## config.mk

```make
export PLATFORM = sky130hd
export DESIGN_NAME = sbts_seq
export DESIGN_NICKNAME = d
export VERILOG_FILES = /design/src/rtl/sbts_pkg.sv /design/src/rtl/sbts_bit_timer.sv /design/src/rtl/sbts_idle_watch.sv /design/src/rtl/sbts_wbuf.sv /design/src/rtl/sbts_seq.sv
export SDC_FILE = /design/constraint.sdc
export NUM_CORES = 1
export LEC_CHECK = 0
export BUFFER_PORTS_ARGS = -buffer_cell sky130_fd_sc_hd__buf_2
export CORE_MARGIN = 2
export CORE_UTILIZATION = 64
export DETAILED_ROUTE_END_ITERATION = 10
export PLACE_DENSITY = 0.82
export SYNTH_ARGS = -nofsm -noshare
export SYNTH_HDL_FRONTEND = slang
export SYNTH_SLANG_ARGS = --single-unit
export TNS_END_PERCENT = 10
```

## constraint.sdc

```tcl
create_clock -name clk -period 7.3 [get_ports clk]
set_clock_uncertainty 0.1 [all_clocks]
set_input_delay 1.46 -clock clk [delete_from_list [all_inputs] [get_ports clk]]
set_output_delay 1.46 -clock clk [all_outputs]
set_load 0.03 [all_outputs]
```

## src/rtl/sbts_pkg.sv

```systemverilog
package sbts_pkg;
  localparam int BYTE_W = 8;
  localparam logic [1:0] OP_WRITE = 2'b01;
  localparam logic [1:0] OP_READ  = 2'b10;

  typedef enum logic [2:0] {
    ST_SLEEP,
    ST_IDLE,
    ST_WDATA,
    ST_WCOMMIT,
    ST_TURN,
    ST_TXREQ,
    ST_XFER,
    ST_GAP
  } seq_state_t;
endpackage

```

## src/rtl/sbts_bit_timer.sv

```systemverilog
// Down-counter for one device bit time; expired is high once the count is spent.
module sbts_bit_timer #(
  parameter int BT_W = 16
) (
  input  logic            clk,
  input  logic            rst_n,
  input  logic            load,
  input  logic [BT_W-1:0] bit_cycles,
  output logic            expired
);
  logic [BT_W-1:0] cnt_q, cnt_d;
  logic            cnt_en;

  always_comb begin
    cnt_en = 1'b0;
    cnt_d  = cnt_q;
    if (load) begin
      cnt_en = 1'b1;
      cnt_d  = (bit_cycles == '0) ? '0 : bit_cycles - 1'b1;
    end else if (cnt_q != '0) begin
      cnt_en = 1'b1;
      cnt_d  = cnt_q - 1'b1;
    end
  end

  always_ff @(posedge clk or negedge rst_n) begin
    if (!rst_n)      cnt_q <= '0;
    else if (cnt_en) cnt_q <= cnt_d;
  end

  assign expired = (cnt_q == '0);
endmodule

```

## src/rtl/sbts_idle_watch.sv

```systemverilog
// Counts silent cycles while armed; expire flags the last cycle of the window.
module sbts_idle_watch #(
  parameter int LIMIT = 80_000_000
) (
  input  logic clk,
  input  logic rst_n,
  input  logic armed,
  input  logic activity,
  output logic expire
);
  localparam int CW = $clog2(LIMIT + 1);
  localparam logic [CW-1:0] LAST = CW'(LIMIT - 1);

  logic [CW-1:0] cnt_q, cnt_d;
  logic          cnt_en;

  always_comb begin
    cnt_en = 1'b0;
    cnt_d  = cnt_q;
    if (!armed || activity) begin
      if (cnt_q != '0) begin
        cnt_en = 1'b1;
        cnt_d  = '0;
      end
    end else if (cnt_q != LAST) begin
      cnt_en = 1'b1;
      cnt_d  = cnt_q + 1'b1;
    end
  end

  always_ff @(posedge clk or negedge rst_n) begin
    if (!rst_n)      cnt_q <= '0;
    else if (cnt_en) cnt_q <= cnt_d;
  end

  assign expire = armed && !activity && (cnt_q == LAST);
endmodule

```

## src/rtl/sbts_wbuf.sv

```systemverilog
// Holding store for write bytes until the whole burst has arrived.
module sbts_wbuf #(
  parameter int LEN_W  = 3,
  parameter int DATA_W = 8
) (
  input  logic              clk,
  input  logic              we,
  input  logic [LEN_W-1:0]  waddr,
  input  logic [DATA_W-1:0] wdata,
  input  logic [LEN_W-1:0]  raddr,
  output logic [DATA_W-1:0] rdata
);
  localparam int DEPTH = 1 << LEN_W;

  logic [DATA_W-1:0] mem_q [DEPTH];

  always_ff @(posedge clk) begin
    if (we) mem_q[waddr] <= wdata;
  end

  assign rdata = mem_q[raddr];
endmodule

```

## src/rtl/sbts_seq.sv

```systemverilog
module sbts_seq
  import sbts_pkg::*;
#(
  parameter int ADDR_W      = 3,
  parameter int LEN_W       = 3,
  parameter int BT_W        = 16,
  parameter int TIMEOUT_CYC = 80_000_000
) (
  input  logic              clk,
  input  logic              rst_n,
  input  logic [BT_W-1:0]   bit_cycles,
  input  logic              brk,
  input  logic              rx_valid,
  input  logic [BYTE_W-1:0] rx_data,
  output logic              tx_valid,
  output logic [BYTE_W-1:0] tx_data,
  input  logic              tx_ready,
  input  logic              tx_done,
  output logic              line_oe,
  output logic [ADDR_W-1:0] reg_addr,
  input  logic [BYTE_W-1:0] reg_rdata,
  output logic              reg_we,
  output logic [BYTE_W-1:0] reg_wdata,
  output logic              awake
);
  localparam int OP_LSB = ADDR_W + LEN_W;

  seq_state_t        state_q, state_d;
  logic [LEN_W-1:0]  len_q, len_d, idx_q, idx_d;
  logic [ADDR_W-1:0] base_q, base_d;
  logic              field_en, idx_en;
  logic              tmr_load, tmr_expired;
  logic              wd_armed, wd_activity, wd_expire;
  logic              buf_we;
  logic [1:0]        op;
  logic              idx_last;

  assign op       = rx_data[OP_LSB +: 2];
  assign len_d    = rx_data[ADDR_W +: LEN_W];
  assign base_d   = rx_data[ADDR_W-1:0];
  assign idx_last = (idx_q == len_q);

  sbts_bit_timer #(.BT_W(BT_W)) u_bit_timer (
    .clk        (clk),
    .rst_n      (rst_n),
    .load       (tmr_load),
    .bit_cycles (bit_cycles),
    .expired    (tmr_expired)
  );

  assign wd_armed    = (state_q == ST_IDLE) || (state_q == ST_WDATA);
  assign wd_activity = rx_valid || brk;

  sbts_idle_watch #(.LIMIT(TIMEOUT_CYC)) u_idle_watch (
    .clk      (clk),
    .rst_n    (rst_n),
    .armed    (wd_armed),
    .activity (wd_activity),
    .expire   (wd_expire)
  );

  sbts_wbuf #(.LEN_W(LEN_W), .DATA_W(BYTE_W)) u_wbuf (
    .clk   (clk),
    .we    (buf_we),
    .waddr (idx_q),
    .wdata (rx_data),
    .raddr (idx_q),
    .rdata (reg_wdata)
  );

  // Next-state logic
  always_comb begin
    state_d  = state_q;
    idx_d    = idx_q;
    idx_en   = 1'b0;
    field_en = 1'b0;
    tmr_load = 1'b0;
    buf_we   = 1'b0;
    case (state_q)
      ST_SLEEP: begin
        if (brk) state_d = ST_IDLE;
      end
      ST_IDLE: begin
        if (rx_valid) begin
          if (op == OP_WRITE) begin
            state_d  = ST_WDATA;
            field_en = 1'b1;
            idx_en   = 1'b1;
            idx_d    = '0;
          end else if (op == OP_READ) begin
            state_d  = ST_TURN;
            field_en = 1'b1;
            idx_en   = 1'b1;
            idx_d    = '0;
            tmr_load = 1'b1;
          end
        end else if (wd_expire) begin
          state_d = ST_SLEEP;
        end
      end
      ST_WDATA: begin
        if (rx_valid) begin
          buf_we = 1'b1;
          idx_en = 1'b1;
          if (idx_last) begin
            state_d = ST_WCOMMIT;
            idx_d   = '0;
          end else begin
            idx_d = idx_q + 1'b1;
          end
        end else if (wd_expire) begin
          state_d = ST_SLEEP;
        end
      end
      ST_WCOMMIT: begin
        idx_en = 1'b1;
        if (idx_last) begin
          state_d = ST_IDLE;
          idx_d   = '0;
        end else begin
          idx_d = idx_q + 1'b1;
        end
      end
      ST_TURN: begin
        if (tmr_expired) state_d = ST_TXREQ;
      end
      ST_TXREQ: begin
        if (tx_ready) state_d = ST_XFER;
      end
      ST_XFER: begin
        if (tx_done) begin
          if (idx_last) begin
            state_d = ST_IDLE;
          end else begin
            state_d  = ST_GAP;
            tmr_load = 1'b1;
            idx_en   = 1'b1;
            idx_d    = idx_q + 1'b1;
          end
        end
      end
      ST_GAP: begin
        if (tmr_expired) state_d = ST_TXREQ;
      end
      default: state_d = ST_SLEEP;
    endcase
  end

  // Registers
  always_ff @(posedge clk or negedge rst_n) begin
    if (!rst_n) state_q <= ST_SLEEP;
    else        state_q <= state_d;
  end

  always_ff @(posedge clk or negedge rst_n) begin
    if (!rst_n) begin
      len_q  <= '0;
      base_q <= '0;
    end else if (field_en) begin
      len_q  <= len_d;
      base_q <= base_d;
    end
  end

  always_ff @(posedge clk or negedge rst_n) begin
    if (!rst_n)      idx_q <= '0;
    else if (idx_en) idx_q <= idx_d;
  end

  // Outputs
  assign tx_valid = (state_q == ST_TXREQ);
  assign line_oe  = (state_q == ST_XFER);
  assign reg_we   = (state_q == ST_WCOMMIT);
  assign awake    = (state_q != ST_SLEEP);
  assign reg_addr = base_q + ADDR_W'(idx_q);
  assign tx_data  = reg_rdata;
endmodule

```

==> flow_metrics.py <==
metrics = {
    "synth": {
        "synth_area_leaders": "edfxtp_1, dfrtp_1, xor2_1",
        "ys_seq_area_frac": 0.540,
        "syn_inst": 538,
        "synth_commonest_cells": "edfxtp_1, dfrtp_1, nor2_1",
        "synth-main-ff-cell": "edfxtp_1",
        "ys_warn_count": 0,
        "async_flop_share": 0.462,
        "synthesis.nets": 587,
        "syn_area_um2": 6110,
        "yosys.area.top_type": "edfxtp_1",
        "ys_ff_latch": 119,
        "synth_edf_count": 64,
        "yosysMostFrequentCell": "edfxtp_1",
        "syn_avg_cell_area_um2": 11.4,
        "yosysUniqueCellTypes": 61,
        "yosysTopAreaCellShare": 0.314,
    },
    "detailed_routing": {
        "wl_um": 13300,
        "num_vias": 4479,
        "drtPass1Iterations": 6,
        "ant_nets": 0,
        "routed_via_density": 6.26,
        "drc_errors": 0,
        "dr.first_iter.drc_count": 250,
        "wl_per_cell_um": 18.6,
    },
    "timing": {
        "setup_viol": 0,
        "relSlewSlack": 0.161,
        "period_share": 0.646,
        "fin_setup_tns_ns": 0,
        "period_minus_slack_ns": 4.72,
        "hold_ws_ns": 0.433,
        "hold_violations": 0,
        "rsz0062_at_grt": "false",
        "tightest_slew_ns": 1.25,
        "fmax_mhz": 212,
        "drv_slew": 0,
    },
    "cells_and_area": {
        "areaGrowthSynthToFinish_pct": 14.3,
        "fin_nets": 622,
        "finish.utilization": 0.756,
        "design_area_um2": 6990,
        "final_layout_size_suffix_gt1_frac": 0.177,
        "antennaDiodeCount": 0,
    },
    "global_route": {
        "grt_use_total": 0.274,
        "grt_max_degree": 56,
        "first_global_vias": 4367,
        "antenna_found_initial": 0,
        "grt_pass1_wl_um": 21300,
        "overflow": 0,
    },
    "placed_design": {
        "gp_congestion": 0.884,
        "place.detailed.hpwl_um": 8470,
        "place_area_um2": 6350,
        "port_buffers": 44,
    },
    "clocking": {
        "cts_resized": 0,
        "cts-root-buf": "clkbuf_8",
        "cts_tree": "done",
        "insertion_delay_ns": 0.52,
        "clock_sinks": 119,
        "cts_max_level": 4,
        "cts_setup_buffers": 0,
        "cts_made_buffers": 17,
        "ctsLongestPathBuffers": 2,
        "cts.hold.buffers_added": 0,
        "clkSlewWorstSetupHoldPaths_ns": 0.06,
    },
    "setup_path": {
        "critical_path_required_ns": 5.74,
        "cpMaxStageDelayCell": "dfrtp_1",
        "crit_chain": "clkinv_1 -> fa_1 -> xor2_1 -> xnor2_1 -> buf_2",
        "reg2reg_depth": 5,
        "slowest_delay_ns": 0.96,
        "path_class": "reg2out",
        "cp.arrival_ns": 3.16,
        "end_kind": "primary output",
        "crit_path_max_fanout": 24,
        "crit_path_start_kind": "flip-flop",
    },
    "floorplanning": {
        "row_count": 35,
        "start_util": 0.661,
        "die_area_um2": 10300,
        "fp.dieW_um": 102,
        "die-height_um": 102,
        "core_um2": 9240,
        "top_level_ports": 61,
    },
    "pwr": {
        "finalPower_w": 0.00241,
        "power_density_nw_per_um2": 345,
        "p_leak_nw": 2.70,
        "ir_drop_v": 0.000230,
    },
    "status": {
        "outcome": "finished clean",
    },
    "flow_run": {
        "cap_violations": 0,
    },
    "worst_hold_path": {
        "min_path_type": "reg2reg",
        "holdPathStages": 1,
    },
}
==> per-stage QoR <==
stage	instances	setup slack [ns]
floorplan	538	3.60
global placement	683	3.24
detailed placement	683	3.19
CTS	715	2.56
global route	715	2.40
finish	715	2.58
==> sequential cells by signal (all words and copies together) (netlist names) <==
register / count
len_q: 3
state_q: 3
u_bit_timer.cnt_q: 16
u_wbuf.mem_q: 64
u_idle_watch.cnt_q: 27
base_q: 3
idx_q: 3
==> layer usage <==
metal / GRT usage / share of wire / routed length (µm) / vias up
met4: 0.0998 / 0.019 / 256 / 0
met3: 0.0663 / 0.067 / 895 / 34
met5: 0 / 0 / 0 / -
li1: - / - / - / 2062
met1: 0.361 / 0.41 / 5440 / 2187
met2: 0.447 / 0.50 / 6690 / 196
==> worst paths after layout <==
kind	from	end	slack, ns
max	idx_q[1]	reg_addr[2]	2.58
min	base_q[0]	base_q[0]	0.43
max reg2reg	idx_q[1]	u_bit_timer.cnt_q[13]	3.78
min reg2reg	base_q[0]	base_q[0]	0.43
max in group asynchronous	rst_n	len_q[1]	5.67
min in group asynchronous	rst_n	u_idle_watch.cnt_q[11]	0.97
==> logic make-up (layout without fill, tap and decap cells) <==
logic type | after synthesis | in the layout | share of synthesized area
adders and majority gates | 11 | 11 | 0.0237
AOI/OAI and AO/OA | 77 | 77 | 0.0843
DFF | 119 | 119 | 0.540
muxes | 28 | 28 | 0.0639
and+or+nand+nor | 200 | 200 | 0.176
buffers and inverters | 54 | 102 | 0.0422
xor gates and xnor gates | 49 | 49 | 0.0702
==> power by group <==
part | total (W) | switching [W] | internal (W)
clock | 0.000898 | 0.000306 | 0.000592
sequential | 0.000898 | 0.000109 | 0.000789
combinational | 0.000616 | 0.000362 | 0.000254
total | 0.00241 | 0.000777 | 0.00163
==> worst max-delay path, delay by kind of cell, from the launching register on <==
family,cells,cell delay (ns)
buf+inv,2,0.78
fa+ha+maj,1,0.58
flops,1,0.96
xor+xnor,2,0.33
==> final cells by class <==
type	count	area, µm²
well taps	129	161
inverters	22	82.6
flip-flops and latches	119	3300
multi-input cells	365	2560
clock inverters	14	223
fillers	633	2250
clock buffers	18	418
repair buffers	48	250
==> cells in the final DEF (no fill, tap or decap), types with 4 or more instances in the layout <==
| cell type | netlist | layout |
|---|---|---|
| xnor2_1 | 19 | 19 |
| mux2i_1 | 12 | 12 |
| nor4_1 | 9 | 9 |
| ha_1 | 10 | 10 |
| edfxtp_1 | 64 | 64 |
| clkbuf_16 | 0 | 16 |
| mux4_2 | 8 | 8 |
| a21o_1 | 4 | 4 |
| o31ai_1 | 8 | 8 |
| nand3_1 | 25 | 25 |
| buf_4 | 9 | 4 |
| bufinv_16 | 0 | 5 |
| a31oi_1 | 5 | 5 |
| nand4_1 | 11 | 11 |
| or3_1 | 8 | 8 |
| dfrtp_1 | 55 | 55 |
| mux2_2 | 8 | 8 |
| a21oi_1 | 20 | 20 |
| buf_2 | 5 | 44 |
| and3_1 | 4 | 4 |
| nor2_1 | 52 | 52 |
| nand2_1 | 36 | 36 |
| o21ai_0 | 5 | 5 |
| nor3_1 | 15 | 15 |
| xor2_1 | 30 | 30 |
| o22ai_1 | 12 | 12 |
| or4_1 | 9 | 9 |
| a22o_1 | 4 | 4 |
| clkinv_4 | 0 | 5 |
| inv_1 | 21 | 21 |
No activity file was read; power rests on OpenSTA's default activity.
